$ cat src/rtl/uart_txd_pkg.sv
`timescale 1ns/1ps
package uart_txd_pkg;
  localparam int OS_FAST = 16;
  localparam int OS_SLOW = 64;

  typedef enum logic [2:0] {
    SH_IDLE,
    SH_ARMED,
    SH_START,
    SH_DATA,
    SH_STOP
  } sh_state_e;
endpackage

$ cat src/rtl/uart_txd_baud.sv
`timescale 1ns/1ps
module uart_txd_baud #(
  parameter int DIV_W   = 8,
  parameter int OS_FAST = uart_txd_pkg::OS_FAST,
  parameter int OS_SLOW = uart_txd_pkg::OS_SLOW
) (
  input  logic             clk,
  input  logic             rst_n,
  input  logic             run,
  input  logic [DIV_W-1:0] div,
  input  logic             fast_sel,
  output logic             bit_tick
);
  localparam int OS_W = $clog2(OS_SLOW);

  logic [DIV_W-1:0] base_q, base_d;
  logic [OS_W-1:0]  os_q, os_d;
  logic [OS_W-1:0]  os_last;
  logic             base_wrap, os_wrap;

  always_comb begin
    os_last   = fast_sel ? OS_W'(OS_FAST - 1) : OS_W'(OS_SLOW - 1);
    base_wrap = (base_q >= div);
    os_wrap   = (os_q >= os_last);
    bit_tick  = run & base_wrap & os_wrap;
  end

  always_comb begin
    base_d = base_q;
    os_d   = os_q;
    if (!run) begin
      base_d = '0;
      os_d   = '0;
    end else if (base_wrap) begin
      base_d = '0;
      os_d   = os_wrap ? '0 : os_q + 1'b1;
    end else begin
      base_d = base_q + 1'b1;
    end
  end

  always_ff @(posedge clk or negedge rst_n) begin
    if (!rst_n) begin
      base_q <= '0;
      os_q   <= '0;
    end else begin
      base_q <= base_d;
      os_q   <= os_d;
    end
  end

  // a bit lasts at least 16 cycles, so ticks never come on adjacent cycles
  a_r3_tick_spacing: assert property (@(posedge clk) disable iff (!rst_n)
    bit_tick |=> !bit_tick);
endmodule

$ cat src/rtl/uart_txd_hold.sv
`timescale 1ns/1ps
module uart_txd_hold #(
  parameter int W = 8
) (
  input  logic         clk,
  input  logic         rst_n,
  input  logic         wr,
  input  logic [W-1:0] wr_data,
  input  logic         take,
  output logic         full,
  output logic [W-1:0] data
);
  logic         full_d;
  logic [W-1:0] data_d;

  always_comb begin
    full_d = full;
    data_d = data;
    if (wr) begin
      full_d = 1'b1;
      data_d = wr_data;
    end else if (take) begin
      full_d = 1'b0;
    end
  end

  always_ff @(posedge clk or negedge rst_n) begin
    if (!rst_n) begin
      full <= 1'b0;
      data <= '0;
    end else begin
      full <= full_d;
      data <= data_d;
    end
  end

  // the register only becomes occupied through a host write
  a_r6_fill_needs_write: assert property (@(posedge clk) disable iff (!rst_n)
    $rose(full) |-> $past(wr));
endmodule

$ cat src/rtl/uart_txd_shift.sv
`timescale 1ns/1ps
module uart_txd_shift
  import uart_txd_pkg::*;
#(
  parameter int W = 8
) (
  input  logic         clk,
  input  logic         rst_n,
  input  logic         run,
  input  logic         bit_tick,
  input  logic         nine_mode,
  input  logic         ninth_in,
  input  logic         hold_full,
  input  logic [W-1:0] hold_data,
  output logic         take,
  output logic         line,
  output logic         idle
);
  localparam int CNT_W = $clog2(W + 1);

  sh_state_e        state_q, state_d;
  logic [W:0]       sh_q, sh_d;
  logic [CNT_W-1:0] cnt_q, cnt_d;
  logic             nine_q, nine_d;
  logic [CNT_W-1:0] last_idx;

  always_comb begin
    last_idx = nine_q ? CNT_W'(W) : CNT_W'(W - 1);
    take = run & hold_full &
           ((state_q == SH_IDLE) | ((state_q == SH_STOP) & bit_tick));
  end

  always_comb begin
    state_d = state_q;
    sh_d    = sh_q;
    cnt_d   = cnt_q;
    nine_d  = nine_q;
    if (!run) begin
      state_d = SH_IDLE;
    end else begin
      unique case (state_q)
        SH_IDLE:  if (take) state_d = SH_ARMED;
        SH_ARMED: if (bit_tick) state_d = SH_START;
        SH_START: if (bit_tick) begin
          state_d = SH_DATA;
          cnt_d   = '0;
        end
        SH_DATA:  if (bit_tick) begin
          sh_d = {1'b1, sh_q[W:1]};
          if (cnt_q == last_idx) state_d = SH_STOP;
          else cnt_d = cnt_q + 1'b1;
        end
        SH_STOP:  if (bit_tick) state_d = take ? SH_START : SH_IDLE;
        default:  state_d = SH_IDLE;
      endcase
      if (take) begin
        sh_d   = {ninth_in, hold_data};
        nine_d = nine_mode;
      end
    end
  end

  always_ff @(posedge clk or negedge rst_n) begin
    if (!rst_n) begin
      state_q <= SH_IDLE;
      sh_q    <= '0;
      cnt_q   <= '0;
      nine_q  <= 1'b0;
    end else begin
      state_q <= state_d;
      sh_q    <= sh_d;
      cnt_q   <= cnt_d;
      nine_q  <= nine_d;
    end
  end

  always_comb begin
    unique case (state_q)
      SH_START: line = 1'b0;
      SH_DATA:  line = sh_q[0];
      default:  line = 1'b1;
    endcase
    idle = (state_q == SH_IDLE);
  end

  // dropping the enable empties the shifter by the next edge
  a_r10_abort_clears: assert property (@(posedge clk) disable iff (!rst_n)
    !run |=> idle);
  // the shifter only leaves empty when a byte was waiting
  a_r8_load_from_hold: assert property (@(posedge clk) disable iff (!rst_n)
    $fell(idle) |-> $past(hold_full));
  // the line level only moves on the edge after a bit tick
  a_r1_line_on_tick: assert property (@(posedge clk) disable iff (!rst_n)
    (run && $past(run) && !$stable(line)) |-> $past(bit_tick));
endmodule

$ cat src/rtl/uart_tx_dbuf.sv
`timescale 1ns/1ps
module uart_tx_dbuf #(
  parameter int DATA_W = 8,
  parameter int DIV_W  = 8
) (
  input  logic              clk,
  input  logic              rst_n,
  input  logic              tx_en,
  input  logic              frame9_sel,
  input  logic              bit9_in,
  input  logic [DIV_W-1:0]  baud_div,
  input  logic              os_fast_sel,
  input  logic              irq_en,
  input  logic              wr_valid,
  input  logic [DATA_W-1:0] wr_byte,
  output logic              tx_out,
  output logic              tx_oe,
  output logic              hold_empty,
  output logic              irq,
  output logic              shift_empty
);
  logic [1:0]        rst_sync;
  logic              rst_core_n;
  logic              bit_tick, take, hold_full, line;
  logic [DATA_W-1:0] hold_data;

  always_ff @(posedge clk or negedge rst_n) begin
    if (!rst_n) rst_sync <= 2'b00;
    else        rst_sync <= {rst_sync[0], 1'b1};
  end
  assign rst_core_n = rst_sync[1];

  uart_txd_baud #(.DIV_W(DIV_W)) u_baud (
    .clk(clk), .rst_n(rst_core_n), .run(tx_en), .div(baud_div),
    .fast_sel(os_fast_sel), .bit_tick(bit_tick)
  );

  uart_txd_hold #(.W(DATA_W)) u_hold (
    .clk(clk), .rst_n(rst_core_n), .wr(wr_valid), .wr_data(wr_byte),
    .take(take), .full(hold_full), .data(hold_data)
  );

  uart_txd_shift #(.W(DATA_W)) u_shift (
    .clk(clk), .rst_n(rst_core_n), .run(tx_en), .bit_tick(bit_tick),
    .nine_mode(frame9_sel), .ninth_in(bit9_in), .hold_full(hold_full),
    .hold_data(hold_data), .take(take), .line(line), .idle(shift_empty)
  );

  always_comb begin
    tx_oe      = tx_en;
    tx_out     = tx_en ? line : 1'b1;
    hold_empty = tx_en & ~hold_full;
    irq        = hold_empty & irq_en;
  end
endmodule

$ cat config.mk
export PLATFORM = sky130hd
export DESIGN_NAME = uart_tx_dbuf
export DESIGN_NICKNAME = d
export VERILOG_FILES = /design/src/rtl/uart_txd_pkg.sv /design/src/rtl/uart_txd_baud.sv /design/src/rtl/uart_txd_hold.sv /design/src/rtl/uart_txd_shift.sv /design/src/rtl/uart_tx_dbuf.sv
export SDC_FILE = /design/constraint.sdc
export NUM_CORES = 1
export LEC_CHECK = 0
export BUFFER_PORTS_ARGS = -buffer_cell sky130_fd_sc_hd__buf_2
export CAP_MARGIN = 5
export CORE_MARGIN = 5
export CORE_UTILIZATION = 60
export CTS_BUF_LIST = sky130_fd_sc_hd__clkbuf_8
export DETAILED_ROUTE_END_ITERATION = 6
export PLACE_DENSITY = 0.87
export SYNTH_ARGS = -nofsm -noshare
export SYNTH_HDL_FRONTEND = slang
export SYNTH_HIERARCHICAL = 1
export SYNTH_SLANG_ARGS = --single-unit
$ cat constraint.sdc
create_clock -name clk -period 2 [get_ports clk]
set_input_delay 0.4 -clock clk [delete_from_list [all_inputs] [get_ports clk]]
set_output_delay 0.4 -clock clk [all_outputs]
set_load 0.05 [all_outputs]
==> Word level (Yosys, flattened, before mapping) <==
Index checks and enable logic that the tools add are counted.
{ "totals": {"output_inout_bits": 5, "regBits": 42, "elab_cells": 74} }
{ "classes": {"add_sub_neg": 3, "eq_ne": 15, "muxes": 27, "reduce_logical": 9, "n_bitwise": 9, "magnitude_cmp": 2} }
{ "op_table": {"columns": ["cell", "count"], "rows": [
  ["$mux 9", 3],
  ["$mux 6", 4],
  ["$mux 3", 7],
  ["$ne 3x2->1 const B", 6],
  ["$mux 4", 4],
  ["$mux 8", 2],
  ["$pmux 3 s5", 1],
  ["$add 8x1->8 const B", 1],
  ["$ge 8x8->1", 1],
  ["$pmux 4 s2", 1],
  ["$reduce_bool 2->1", 4],
  ["$and 1x1->1", 7],
  ["$add 6x1->6 const B", 1],
  ["$eq 3x2->1 const B", 2],
  ["$ge 6x6->1", 1],
  ["$ne 2x1->1 const B", 3],
  ["$reduce_and 6->1", 1],
  ["$reduce_and 5->1", 1],
  ["$add 4x1->4 const B", 1],
  ["$eq 4x4->1", 1],
  ["$eq 3x1->1 const B", 1],
  ["$eq 3x3->1 const B", 1],
  ["$logic_not 3->1", 1],
  ["$mux 1", 3],
  ["other kinds (7)", 7]
]} }

==> Depth between registers and ports, before layout <==
Gate-level depths: netlist of the first run.
{ "logic_depth": {"depth_word": 10, "ltp_mapped": 13, "ltp_nobuf": 11} }

==> Cells and area by module <==
Netlist of the first run, hierarchy kept.
{ "modules_own_cells": {"columns": ["module", "cells_each", "area_each_um2", "instances"], "rows": [
  ["uart_txd_shift", 89, 1028.5, 1],
  ["uart_txd_baud", 100, 984.7, 1],
  ["uart_txd_hold", 20, 369.1, 1],
  ["uart_tx_dbuf", 7, 82.6, 1]
]} }

==> Worst setup path before layout of the first run <==
No wires, ideal clock.
{ "synth_path": {"kind": "register to register", "start": "register u_baud.base_q[0]", "end": "register u_shift.sh_q[0]", "path_slack_ns": -0.796, "arrival_ns": 2.671, "synth_period_minus_slack_ns": 2.796, "path_stages_with_launch": 13, "path_buffers": 2, "t_required_ns": 1.875, "setup_ns": 0.125, "cell_sequence": "dfrtp_1 inv_1 ha_1 nand2b_4 a2111oi_4 o31ai_2 buf_6 and3_1 nand2b_2 nand4_2 buf_6 mux2_4 mux2_2"} }
{ "synth_via": {"elab_chain_cells": 8, "elab_cells_between_ends": 10, "cone_classes": "1 x order compare; 1 x mux; 5 x bitwise; 3 x reduce/logical"} }
{ "synth_lines": {"columns": ["item", "line_no", "text"], "rows": [
  ["start, declared", "uart_txd_baud.sv:16", "logic [DIV_W-1:0] base_q, base_d;"],
  ["start signal, assigned", "uart_txd_baud.sv:47", "base_q <= base_d;"],
  ["$ge 8x8->1 (*)", "uart_txd_baud.sv:23", "base_wrap = (base_q >= div);"],
  ["$and 1x1->1 (*) (2 in series)", "uart_txd_baud.sv:25", "bit_tick = run & base_wrap & os_wrap;"],
  ["via bit_tick", "uart_tx_dbuf.sv:24", "logic bit_tick, take, hold_full, line;"],
  ["$and 1x1->1", "uart_txd_shift.sv:30", "((state_q == SH_IDLE) | ((state_q == SH_STOP) & bit_tick));"],
  ["$or 1x1->1", "uart_txd_shift.sv:30", null],
  ["$and 1x1->1", "uart_txd_shift.sv:29", "take = run & hold_full &"],
  ["$reduce_bool 2->1 (no source line)", null, null],
  ["$reduce_and 3->1 (no source line)", null, null],
  ["end signal, assigned", "uart_txd_shift.sv:66", "sh_q <= '0;"],
  ["end signal, assigned", "uart_txd_shift.sv:71", "sh_q <= sh_d;"],
  ["end, declared", "uart_txd_shift.sv:22", "logic [W:0] sh_q, sh_d;"]
]} }
The timed path passes the listed nets; every way through them passes the cells marked *.
A chain may end at the register's enable or synchronous reset.

==> Worst setup path after layout of the first run <==
{ "layout_path": {"start": "register u_baud.base_q[6]", "end": "register u_shift.sh_q[5]"} }
The elaborated chain is that of the path after synthesis.

==> metrics.md, run 1 <==
| Metric | Value |
|---|---|
| Mapped Nets | `roughly 250` |
| Final Hold Viols | `0` |
| CTS max path bufs | `2` |
| Placed cell area | `2900 µm²` |
| Synth area leader | `dfrtp_1` |
| Worst slew margin | `62.0%` |
| DIE HEIGHT | `74.1 µm` |
| CTS buffer count | `5` |
| FILL cells | `190` |
| Required @ worst endpoint | `2.18 ns` |
| Final Max Tran Viols | `0` |
| Top cell type's share of synthesized area | `42.6%` |
| CP endpoint kind | `flip-flop` |
| Synth Warn # | `6` |
| Worst path slowest cell | `dfrtp_1` |
| Placer Congestion | `0.833` |
| Fmax | `380 MHz` |
| Global-route wire length before repair | `around 9.7 mm` |
| EDFF count, synth | `0` |
| Fin area | `3330 µm²` |
| DRC | `0` |
| Fin worst setup slack | `-0.631 ns` |
| Antenna violations before repair | `0` |
| # IOs | `29` |
| Synthesized flop and latch total | `42` |
| Synth Cell Area | `2460 µm²` |
| Area Overhead vs Synth | `35.3%` |
| Gr usage total | `23.2%` |
| Total Nets Final | `329` |
| Footprint of the multi-input gates | `1530 µm²` |
| Share of cells above drive strength 1 | `50.0%` |
| Final Total Pwr | `2.33 mW` |
| CP Cell Sequence | `ha_4 -> nand4_1 -> o31ai_2 -> and3_4 -> nand2b_4 -> buf_6 -> nand3_4 -> a21boi_4 -> clkbuf_16 -> mux2_4` |
| Inst Count DP | `320` |
| Most used DFF post-synth | `dfrtp_1` |
| Hold slack | `0.277 ns` |
| Die area | `5490 µm²` |
| Pre-antenna DRT Iters | `5` |
| Minimum clock period | `around 2.6 ns` |
| Final core occ | `a little over four fifths` |
| Skew final | `approximately 0.0042 ns` |
| Netlist cell types | `61` |
| Dpl hpwl | `3.71 mm` |
| CTS Sinks | `between 40 and 50` |
| Setup violations, final | `18` |
| Row cnt | `23` |
| CORE AREA | `between 4000 and 5000 µm²` |
| Number of routed nets with antenna violations | `0` |
| Storage cell area | `~1100 µm²` |
| Average size of a mapped cell | `11.4 µm²` |
| Worst Tran Pin Value | `0.569 ns` |
| Power Dens Cells | `699 nW/µm²` |
| Total length of routed wires | `7.24 mm` |
| PortBufs | `28` |
| Starting DRC count in detailed routing | `roughly 270` |
| Critical Path Fanout Max | `4` |
| CTS tree | `done` |
| RSZ-0062 raised after global routing | `true` |
| Max VDD drop | `0.802 mV` |
| Total grt overflow | `0` |
| Inserted Diodes | `0` |
| Largest net degree at the start of global routing | `22` |
| Max-Cap Viols | `0` |
| Clk_lat worst skew | `0.29 ns` |
| Share of flip-flops with an asynchronous set or reset | `100%` |
| Vias in the first global route | `between 2,000 and 2,500` |
| Synth Instances | `216` |
| Critical Path AT | `2.81 ns` |
| Clock root buffer master | `clkbuf_8` |
| Synth top area cells | `dfrtp_1 43%, mux2_4 9.1%, ha_1 6.6%, mux2_2 4.6%, nand3_1 2.6%` |
| Wire length per cell | `21.2 µm` |
| DR vias | `2,112` |
| Drt via density | `~6` |
| Critical path class | `flip-flop to flip-flop` |
| Period utilization | `132%` |
| Failing checks | `negative setup slack` |
| Leak | `1.62 nW` |
| Largest stage delay, worst path | `between 0.4 and 0.5 ns` |
| Hold WC Path Type | `flip-flop to asynchronous set/reset pin` |
| Seq/Total Area, Yosys | `between 40% and 50%` |
| Critical Path Source Type | `flip-flop` |
| Final Non-Filler Cells | `342` |
| Clock slew at reported path FFs | `0.08 ns` |
| H-tree level count | `2` |
| Initial core utilization | `61.6%` |
| Outcome | `finished with violations` |
| Die width | `approximately 74 µm` |
==> synthesized netlist by cell type (3+ instances only) <==
library cell,n
dfrtp_1,42
inv_1,16
nand2_1,16
mux2_4,15
ha_1,13
nand3_1,13
nor2_1,13
mux2_2,10
o21a_1,5
xor2_1,4
a21boi_1,3
a31oi_1,3
and3_1,3
buf_6,3
o22ai_1,3
==> placed cells by master (no fill, tap or decap), types with 3 or more instances in the layout <==
| cell | count |
|---|---|
| a21boi_1 | 3 |
| buf_2 | 28 |
| buf_4 | 40 |
| buf_6 | 5 |
| clkbuf_8 | 5 |
| dfrtp_1 | 41 |
| ha_1 | 8 |
| ha_4 | 5 |
| inv_1 | 13 |
| inv_2 | 3 |
| mux2_4 | 25 |
| nand2_1 | 15 |
| nand3_1 | 10 |
| nor2_1 | 11 |
| nor2_2 | 3 |
| o21a_1 | 5 |
| o22ai_1 | 3 |
| xor2_1 | 4 |
==> worst paths after layout <==
kind	end	start	slack, ns	depth (start not counted)
setup / recovery	u_shift/sh_q[5]$_DFFE_PN0P_	u_baud/base_q[6]$_DFF_PN0_	-0.63	10
hold / removal	u_shift/sh_q[1]$_DFFE_PN0P_	rst_sync[1]$_DFF_PN0_	0.28	1
setup reg to reg	u_shift/sh_q[5]$_DFFE_PN0P_	u_baud/base_q[6]$_DFF_PN0_	-0.63	10
hold reg to reg	u_shift/sh_q[1]$_DFFE_PN0P_	rst_sync[1]$_DFF_PN0_	0.28	1
max in group asynchronous	rst_sync[1]$_DFF_PN0_	rst_n	1.48	2
min in group clk	u_hold/data[2]$_DFFE_PN0P_	wr_byte[2]	0.33	2
==> routing by layer <==
layer | GRT usage (%) | part of all wire (%)
met1 | 28.9 | 39
met2 | 39.1 | 50
met3 | 4.32 | 6.5
met4 | 10.7 | 4.0
met5 | 0 | 0
==> what timing repair did <==
| action | CTS | global route |
|---|---|---|
| endpoints found under the hold margin | 2 | 0 |
| setup buffers | 12 | 5 |
| pin swaps | 6 | 13 |
| hold buffers | 1 | 0 |
| resized for setup | 12 | 25 |
| setup endpoints to repair | 19 | 22 |
| cloned | 1 | 1 |
==> power breakdown <==
part	leakage, nW	switching, mW	internal (mW)	total [mW]
sequential	0.521	0.112	0.974	1.09
clock	0.0414	0.291	0.235	0.526
combinational	1.05	0.294	0.425	0.718
total	1.62	0.697	1.63	2.33
==> kinds of logic (layout without fill, tap and decap cells) <==
logic type | Yosys count | count (layout) | share of synthesized area, %
AND/OR/NAND/NOR | 66 | 67 | 15.7
buffers and inverters | 24 | 99 | 4.82
adder cells (fa/ha/maj) | 13 | 13 | 6.60
flip-flops | 42 | 42 | 42.6
XOR/XNOR | 6 | 6 | 2.13
multiplexers | 26 | 26 | 14.1
AO/OA/AOI/OAI | 38 | 38 | 13.9
other | 1 | 1 | 0.152
==> layout make-up <==
type | instances | area share (%)
clock buffer | 5 | 2.06
clock inverter | 2 | 0.338
inverter | 16 | 1.88
multi-input combinational | 151 | 45.7
sequential | 42 | 31.6
tap | 50 | 1.88
timing repair buffer | 76 | 16.5
==> metrics by stage <==
stage               setup TNS (ns)  worst slack, ns
finish                       -9.33           -0.631
global route                -10.78           -0.707
CTS                          -6.87           -0.510
floorplan                    -7.11           -0.627
global placement             -8.35           -0.615
detailed placement           -9.81           -0.676
==> state kept, by name, summed over array words and instances (netlist names) <==
signal	flops
u_shift/sh_q	9
u_baud/base_q	8
u_hold/data	8
u_baud/os_q	6
u_shift/cnt_q	4
u_shift/state_q	3
rst_sync	2
u_hold/full	1
u_shift/nine_q	1
==> critical path, delay by kind of cell (launching register included) <==
family | cells | cell delay [ns]
flops | 1 | 0.44
buf+inv | 2 | 0.29
compound gates | 2 | 0.56
mux | 1 | 0.29
fa+ha+maj | 1 | 0.30
simple gates | 4 | 0.64
(Power assumes the default switching activity.)
==> run 2: changes to the inputs <==
- clock period: 2 -> 3.15 ns (I/O delays scaled with it)
==> metrics.md, run 2 (synthesis results as in run 1) <==
| Metric | Value |
|---|---|
| R2R depth | `11` |
| Post-CTS Setup Repair Bufs | `0` |
| Most common cell after layout, fill and taps aside | `dfrtp_1` |
| Critical path class | `flip-flop to flip-flop` |
| Leak | `between 1 and 1.5 nW` |
| Antenna violations before repair | `0` |
| Hold WC Path Type | `primary input to asynchronous set/reset pin` |
| Placed cell area | `roughly 2600 µm²` |
| Skew final | `0.00661 ns` |
| Hold slack | `0.117 ns` |
| Power Dens Cells | `502 nW/µm²` |
| DIE HEIGHT | `74.1 µm` |
| Most frequent cells in the layout | `42 x dfrtp_1, 28 x buf_2, 18 x inv_1` |
| Pre-CTS setup slack | `approximately 0.096 ns` |
| DRC | `0` |
| Drt via density | `5.79` |
| Worst slew margin | `a little under two fifths` |
| Area Overhead vs Synth | `11.7%` |
| Total length of routed wires | `4.68 mm` |
| Fmax | `359 MHz` |
| Total Nets Final | `about 290` |
| Reg2reg setup slack | `0.36 ns` |
| PortBufs | `28` |
| Total grt overflow | `0` |
| Final Total Pwr | `1.38 mW` |
| Levels on crit path | `11` |
| Critical Path Fanout Max | `7` |
| Max VDD drop | `0.411 mV` |
| Max reg flops | `9` |
| Critical Path AT | `2.96 ns` |
| H-tree level count | `2` |
| Setup violations, final | `0` |
| Fin area | `2750 µm²` |
| WP buf/inv | `2` |
| Largest net degree at the start of global routing | `24` |
| CP endpoint kind | `flip-flop` |
| CP Cell Sequence | `inv_1 -> ha_1 -> nand2b_4 -> a2111oi_4 -> o31ai_2 -> and3_1 -> nand2b_2 -> nand4_2 -> buf_4 -> mux2_4 -> mux2_2` |
| FILL cells | `302` |
| Starting DRC count in detailed routing | `about 180` |
| Global-route wire length before repair | `8.16 mm` |
| FF-to-FF Start | `u_baud/base_q[0]$_DFF_PN0_` |
| DR vias | `1,730` |
| Max-Cap Viols | `0` |
| Initial core utilization | `approximately three fifths` |
| Minimum clock period | `between 2 and 3 ns` |
| Final Max Tran Viols | `0` |
| Row cnt | `23` |
| # IOs | `29` |
| Worst path slowest cell | `dfrtp_1` |
| Dpl hpwl | `3.47 mm` |
| Worst r2r dst | `u_shift/sh_q[5]$_DFFE_PN0P_` |
| Hold_buf cts | `0` |
| Final Hold Viols | `0` |
| Period utilization | `88.5%` |
| CTS Sinks | `42` |
| Outcome | `complete, no violations` |
| Clock slew at reported path FFs | `0.08 ns` |
| Clock root buffer master | `clkbuf_8` |
| Final core occ | `68.8%` |
| Pre-antenna DRT Iters | `4` |
| Clk_lat worst skew | `0.29 ns` |
| Number of routed nets with antenna violations | `0` |
| Die width | `74.1 µm` |
| Critical Path Source Type | `flip-flop` |
| Post-cts gate resize count | `0` |
| Setup_tns | `0 ns` |
| Die area | `5490 µm²` |
| RSZ-0062 raised after global routing | `false` |
| Required @ worst endpoint | `3.33 ns` |
| Largest register by flop count | `u_shift/sh_q` |
| Gr usage total | `between 10% and 20%` |
| Inst Count DP | `291` |
| CORE AREA | `4000 µm²` |
| CTS tree | `done` |
| Share of cells above drive strength 1 | `32.1%` |
| Fin worst setup slack | `0.364 ns` |
| Placer Congestion | `0.847` |
| Wire length per cell | `about 16 µm` |
| Worst Tran Pin Value | `between 0.9 and 1 ns` |
| CTS max path bufs | `2` |
| CP Launch Point | `u_baud/base_q[0]$_DFF_PN0_` |
| Crit path capture | `u_shift/sh_q[5]$_DFFE_PN0P_` |
| Cell family with most CP delay | `simple AND/OR/NAND/NOR gates` |
| Biggest regs | `u_shift/sh_q: 9 flops, u_baud/base_q: 8 flops, u_hold/data: 8 flops` |
| Inserted Diodes | `0` |
| Vias in the first global route | `1,777` |
| Final Non-Filler Cells | `~300` |
| CTS buffer count | `5` |
| Largest stage delay, worst path | `0.41 ns` |
==> run 2: cell count changes in the layout (fill, tap and decap cells not counted), moves of 3 or more <==
| cell | change |
|---|---|
| buf_4 | -35 |
| ha_1 | +5 |
| ha_4 | -5 |
| buf_6 | -5 |
| inv_1 | +5 |
| nand3_1 | +3 |
| mux2_4 | -10 |
| inv_2 | -3 |
| mux2_2 | +10 |
==> run 2: routing by layer <==
layer | GRT usage [%] | wire, µm | vias up
li1 | - | - | 839
met1 | 24.5 | 2090 | 848
met2 | 32.6 | 2340 | 38
met3 | 4.46 | 207 | 5
met4 | 6.04 | 44 | 0
met5 | 0 | 0 | -
==> run 2: cell type report <==
cell class              instances  area [µm²]  share of cell area [%]
flip-flops and latches         42        1050                    38.2
repair buffers                 33         178                    6.45
multi-input cells             150        1290                    47.0
inverters                      16        60.1                    2.18
well taps                      50        62.6                    2.27
clock buffers                   5        68.8                    2.50
clock inverters                 3        37.5                    1.36
==> run 2: worst min path at each step <==
| stage | start | depth (start not counted) | slack (ns) | end |
|---|---|---|---|---|
| after CTS | rst_n | 1 | 0.11 | rst_sync[0]$_DFF_PN0_ |
| after global routing | rst_n | 1 | 0.1 | rst_sync[0]$_DFF_PN0_ |
| after floorplan | rst_n | 0 | 0.33 | rst_sync[0]$_DFF_PN0_ |
| after detailed placement | rst_sync[0]$_DFF_PN0_ | 0 | 0.35 | rst_sync[1]$_DFF_PN0_ |
| final | rst_n | 1 | 0.12 | rst_sync[0]$_DFF_PN0_ |
| after global placement | rst_sync[0]$_DFF_PN0_ | 0 | 0.33 | rst_sync[1]$_DFF_PN0_ |
==> run 2: power by group <==
group	internal, mW	switching, mW	total [mW]
Combinational	0.174	0.113	0.287
Sequential	0.618	0.0663	0.684
Clock	0.231	0.179	0.409
==> run 3: changes to the inputs <==
- SYNTH_HIERARCHICAL: 1 -> default
==> metrics.md, run 3 <==
| Metric | Value |
|---|---|
| Footprint of the multi-input gates | `1130 µm²` |
| Number of routed nets with antenna violations | `0` |
| Max VDD drop | `around 0.37 mV` |
| Worst Tran Pin Value | `0.605 ns` |
| Synth top area cells | `dfrtp_1 46%, ha_1 7.2%, mux2_2 4.0%, nor2_1 3.3%, a21oi_1 3.1%` |
| Max-Cap Viols | `0` |
| Total grt overflow | `0` |
| Fin worst setup slack | `between 0.9 and 1 ns` |
| Wire length per cell | `15.4 µm` |
| Largest register by flop count | `u_shift.sh_q` |
| FILL cells | `272` |
| Synth Instances | `226` |
| Fin area | `between 2000 and 3000 µm²` |
| Pre-antenna DRT Iters | `4` |
| Top cell type's share of synthesized area | `between 40 and 50%` |
| Most frequent cells in the layout | `42 x dfrtp_1, 28 x buf_2, 20 x nor2_1` |
| CTS Sinks | `42` |
| H-tree level count | `2` |
| Skew final | `0.00663 ns` |
| Synth Warn # | `0` |
| Biggest regs | `u_shift.sh_q: 9 flops, u_baud.base_q: 8 flops, u_hold.data: 8 flops` |
| Most common cell after layout, fill and taps aside | `dfrtp_1` |
| Fmax | `approximately 450 MHz` |
| Setup_tns | `0 ns` |
| Starting DRC count in detailed routing | `around 120` |
| Adder-cell share of the synthesized area | `under 10%` |
| CORE AREA | `approximately 3700 µm²` |
| Final Non-Filler Cells | `306` |
| Most frequent cell after synthesis | `dfrtp_1` |
| Final Total Pwr | `about 1.4 mW` |
| Minimum clock period | `2.22 ns` |
| FF-to-FF Start | `u_baud.base_q[7]$_DFF_PN0_` |
| Placer Congestion | `0.835` |
| Critical Path Fanout Max | `20` |
| Total length of routed wires | `4.70 mm` |
| Storage cell area | `1050 µm²` |
| Die area | `between 5000 and 6000 µm²` |
| Post-cts gate resize count | `0` |
| Mapped Nets | `263` |
| Clk_lat worst skew | `0.30 ns` |
| Seq/Total Area, Yosys | `46.3%` |
| Netlist cell types | `51` |
| Inst Count DP | `about 300` |
| Setup violations, final | `0` |
| Share of flip-flops with an asynchronous set or reset | `100%` |
| Drt via density | `approximately 6.0` |
| EDFF count, synth | `0` |
| CP Launch Point | `baud_div[7]` |
| Inserted Diodes | `0` |
| Worst slew margin | `59.7%` |
| Global-route wire length before repair | `8.06 mm` |
| Dpl hpwl | `3.40 mm` |
| Row cnt | `22` |
| CTS tree | `done` |
| Required @ worst endpoint | `3.34 ns` |
| Clock slew at reported path FFs | `roughly 0.080 ns` |
| Synth top cells by count | `42 x dfrtp_1, 20 x nor2_1, 17 x nand2_1` |
| Area Overhead vs Synth | `13.1%` |
| CTS max path bufs | `2` |
| Placed cell area | `2460 µm²` |
| Most used DFF post-synth | `dfrtp_1` |
| Die width | `71.5 µm` |
| Period utilization | `70.5%` |
| Pre-CTS setup slack | `0.681 ns` |
| DRC | `0` |
| Final Max Tran Viols | `0` |
| DIE HEIGHT | `71.5 µm` |
| Synth Cell Area | `2270 µm²` |
| CTS buffer count | `5` |
| Compound-Gate Fraction of Synth Area | `15.9%` |
| Leak | `1.26 nW` |
| DR vias | `1,824` |
| Critical Path Source Type | `primary input` |
| Max reg flops | `9` |
| Critical Path AT | `approximately 2.4 ns` |
| PortBufs | `28` |
| CP endpoint kind | `flip-flop` |
| Gr usage total | `approximately 20%` |
| Critical path class | `primary input to flip-flop` |
| Synth area leader | `dfrtp_1` |
| Post-CTS Setup Repair Bufs | `0` |
| Total Nets Final | `294` |
| Outcome | `complete, no violations` |
| Vias in the first global route | `1,830` |
| Simple-Gate Fraction of Synth Area | `16.3%` |
| Initial core utilization | `62.1%` |
| # IOs | `29` |
| Antenna violations before repair | `0` |
| Clock root buffer master | `clkbuf_8` |
| Power Dens Cells | `549 nW/µm²` |
| Mux cell area share after synthesis | `7.71%` |
| Hold WC Path Type | `primary input to asynchronous set/reset pin` |
| Synthesized flop and latch total | `42` |
| XOR/XNOR Fraction of Synth Area | `2.70%` |
| Largest family of logic cells by synthesized area | `simple AND/OR/NAND/NOR gates` |
| Share of cells above drive strength 1 | `20.5%` |
| RSZ-0062 raised after global routing | `false` |
| Average size of a mapped cell | `10.1 µm²` |
| Final Hold Viols | `0` |
| Largest net degree at the start of global routing | `27` |
| Hold_buf cts | `0` |
-- run 3: through the flow --
step                utilization (%)  hold WS, ns
CTS                            70.2       0.0907
finish                         70.2       0.0975
floorplan                         -        0.331
global placement               67.2        0.265
global route                   70.2       0.0885
detailed placement             67.2        0.268
-- run 3: critical path, stage by stage --
cell,delay [ns]
buf_2,0.07
inv_1,0.03
ha_1,0.33
a21oi_1,0.20
o21a_1,0.30
nand2_1,0.10
o21ai_1,0.15
buf_4,0.25
mux2_4,0.32
-- run 3: power breakdown --
part,internal (mW),switching (mW)
clock,0.233,0.188
sequential,0.627,0.0777
combinational,0.125,0.159
-- run 3: cell type report --
class	count	share of cell area (%)
flip-flops and latches	42	40.9
clock inverters	3	1.61
repair buffers	31	6.33
multi-input cells	163	44.1
clock buffers	5	2.68
well taps	48	2.34
inverters	14	2.04
-- run 3: cells by family after synthesis --
family                     after synthesis
and+or+nand+nor                         75
xor gates and xnor gates                 7
muxes                                   16
adders and majority gates               13
AOI/OAI and AO/OA                       51
DFF                                     42
buffers and inverters                   21
other                                    1
-- run 3: path summary, 6_finish.rpt --
path	to	slack [ns]	depth (start not counted)
setup / recovery	u_shift.nine_q$_DFFE_PN0P_	0.93	9
hold / removal	rst_sync[0]$_DFF_PN0_	0.1	1
setup reg to reg	u_shift.nine_q$_DFFE_PN0P_	0.98	7
hold reg to reg	u_baud.os_q[4]$_DFFE_PN0P_	0.25	0
max in group asynchronous	u_hold.data[2]$_DFFE_PN0P_	2.13	1
min in group clk	rst_sync[1]$_DFF_PN0_	0.35	0
-- run 3: per-layer routing --
metal,vias to the layer above,wire length (µm),track usage (%)
met5,-,0,0
met1,882,1950,24.0
met4,0,144,12.5
met3,17,251,4.91
li1,869,-,-
met2,56,2350,32.6
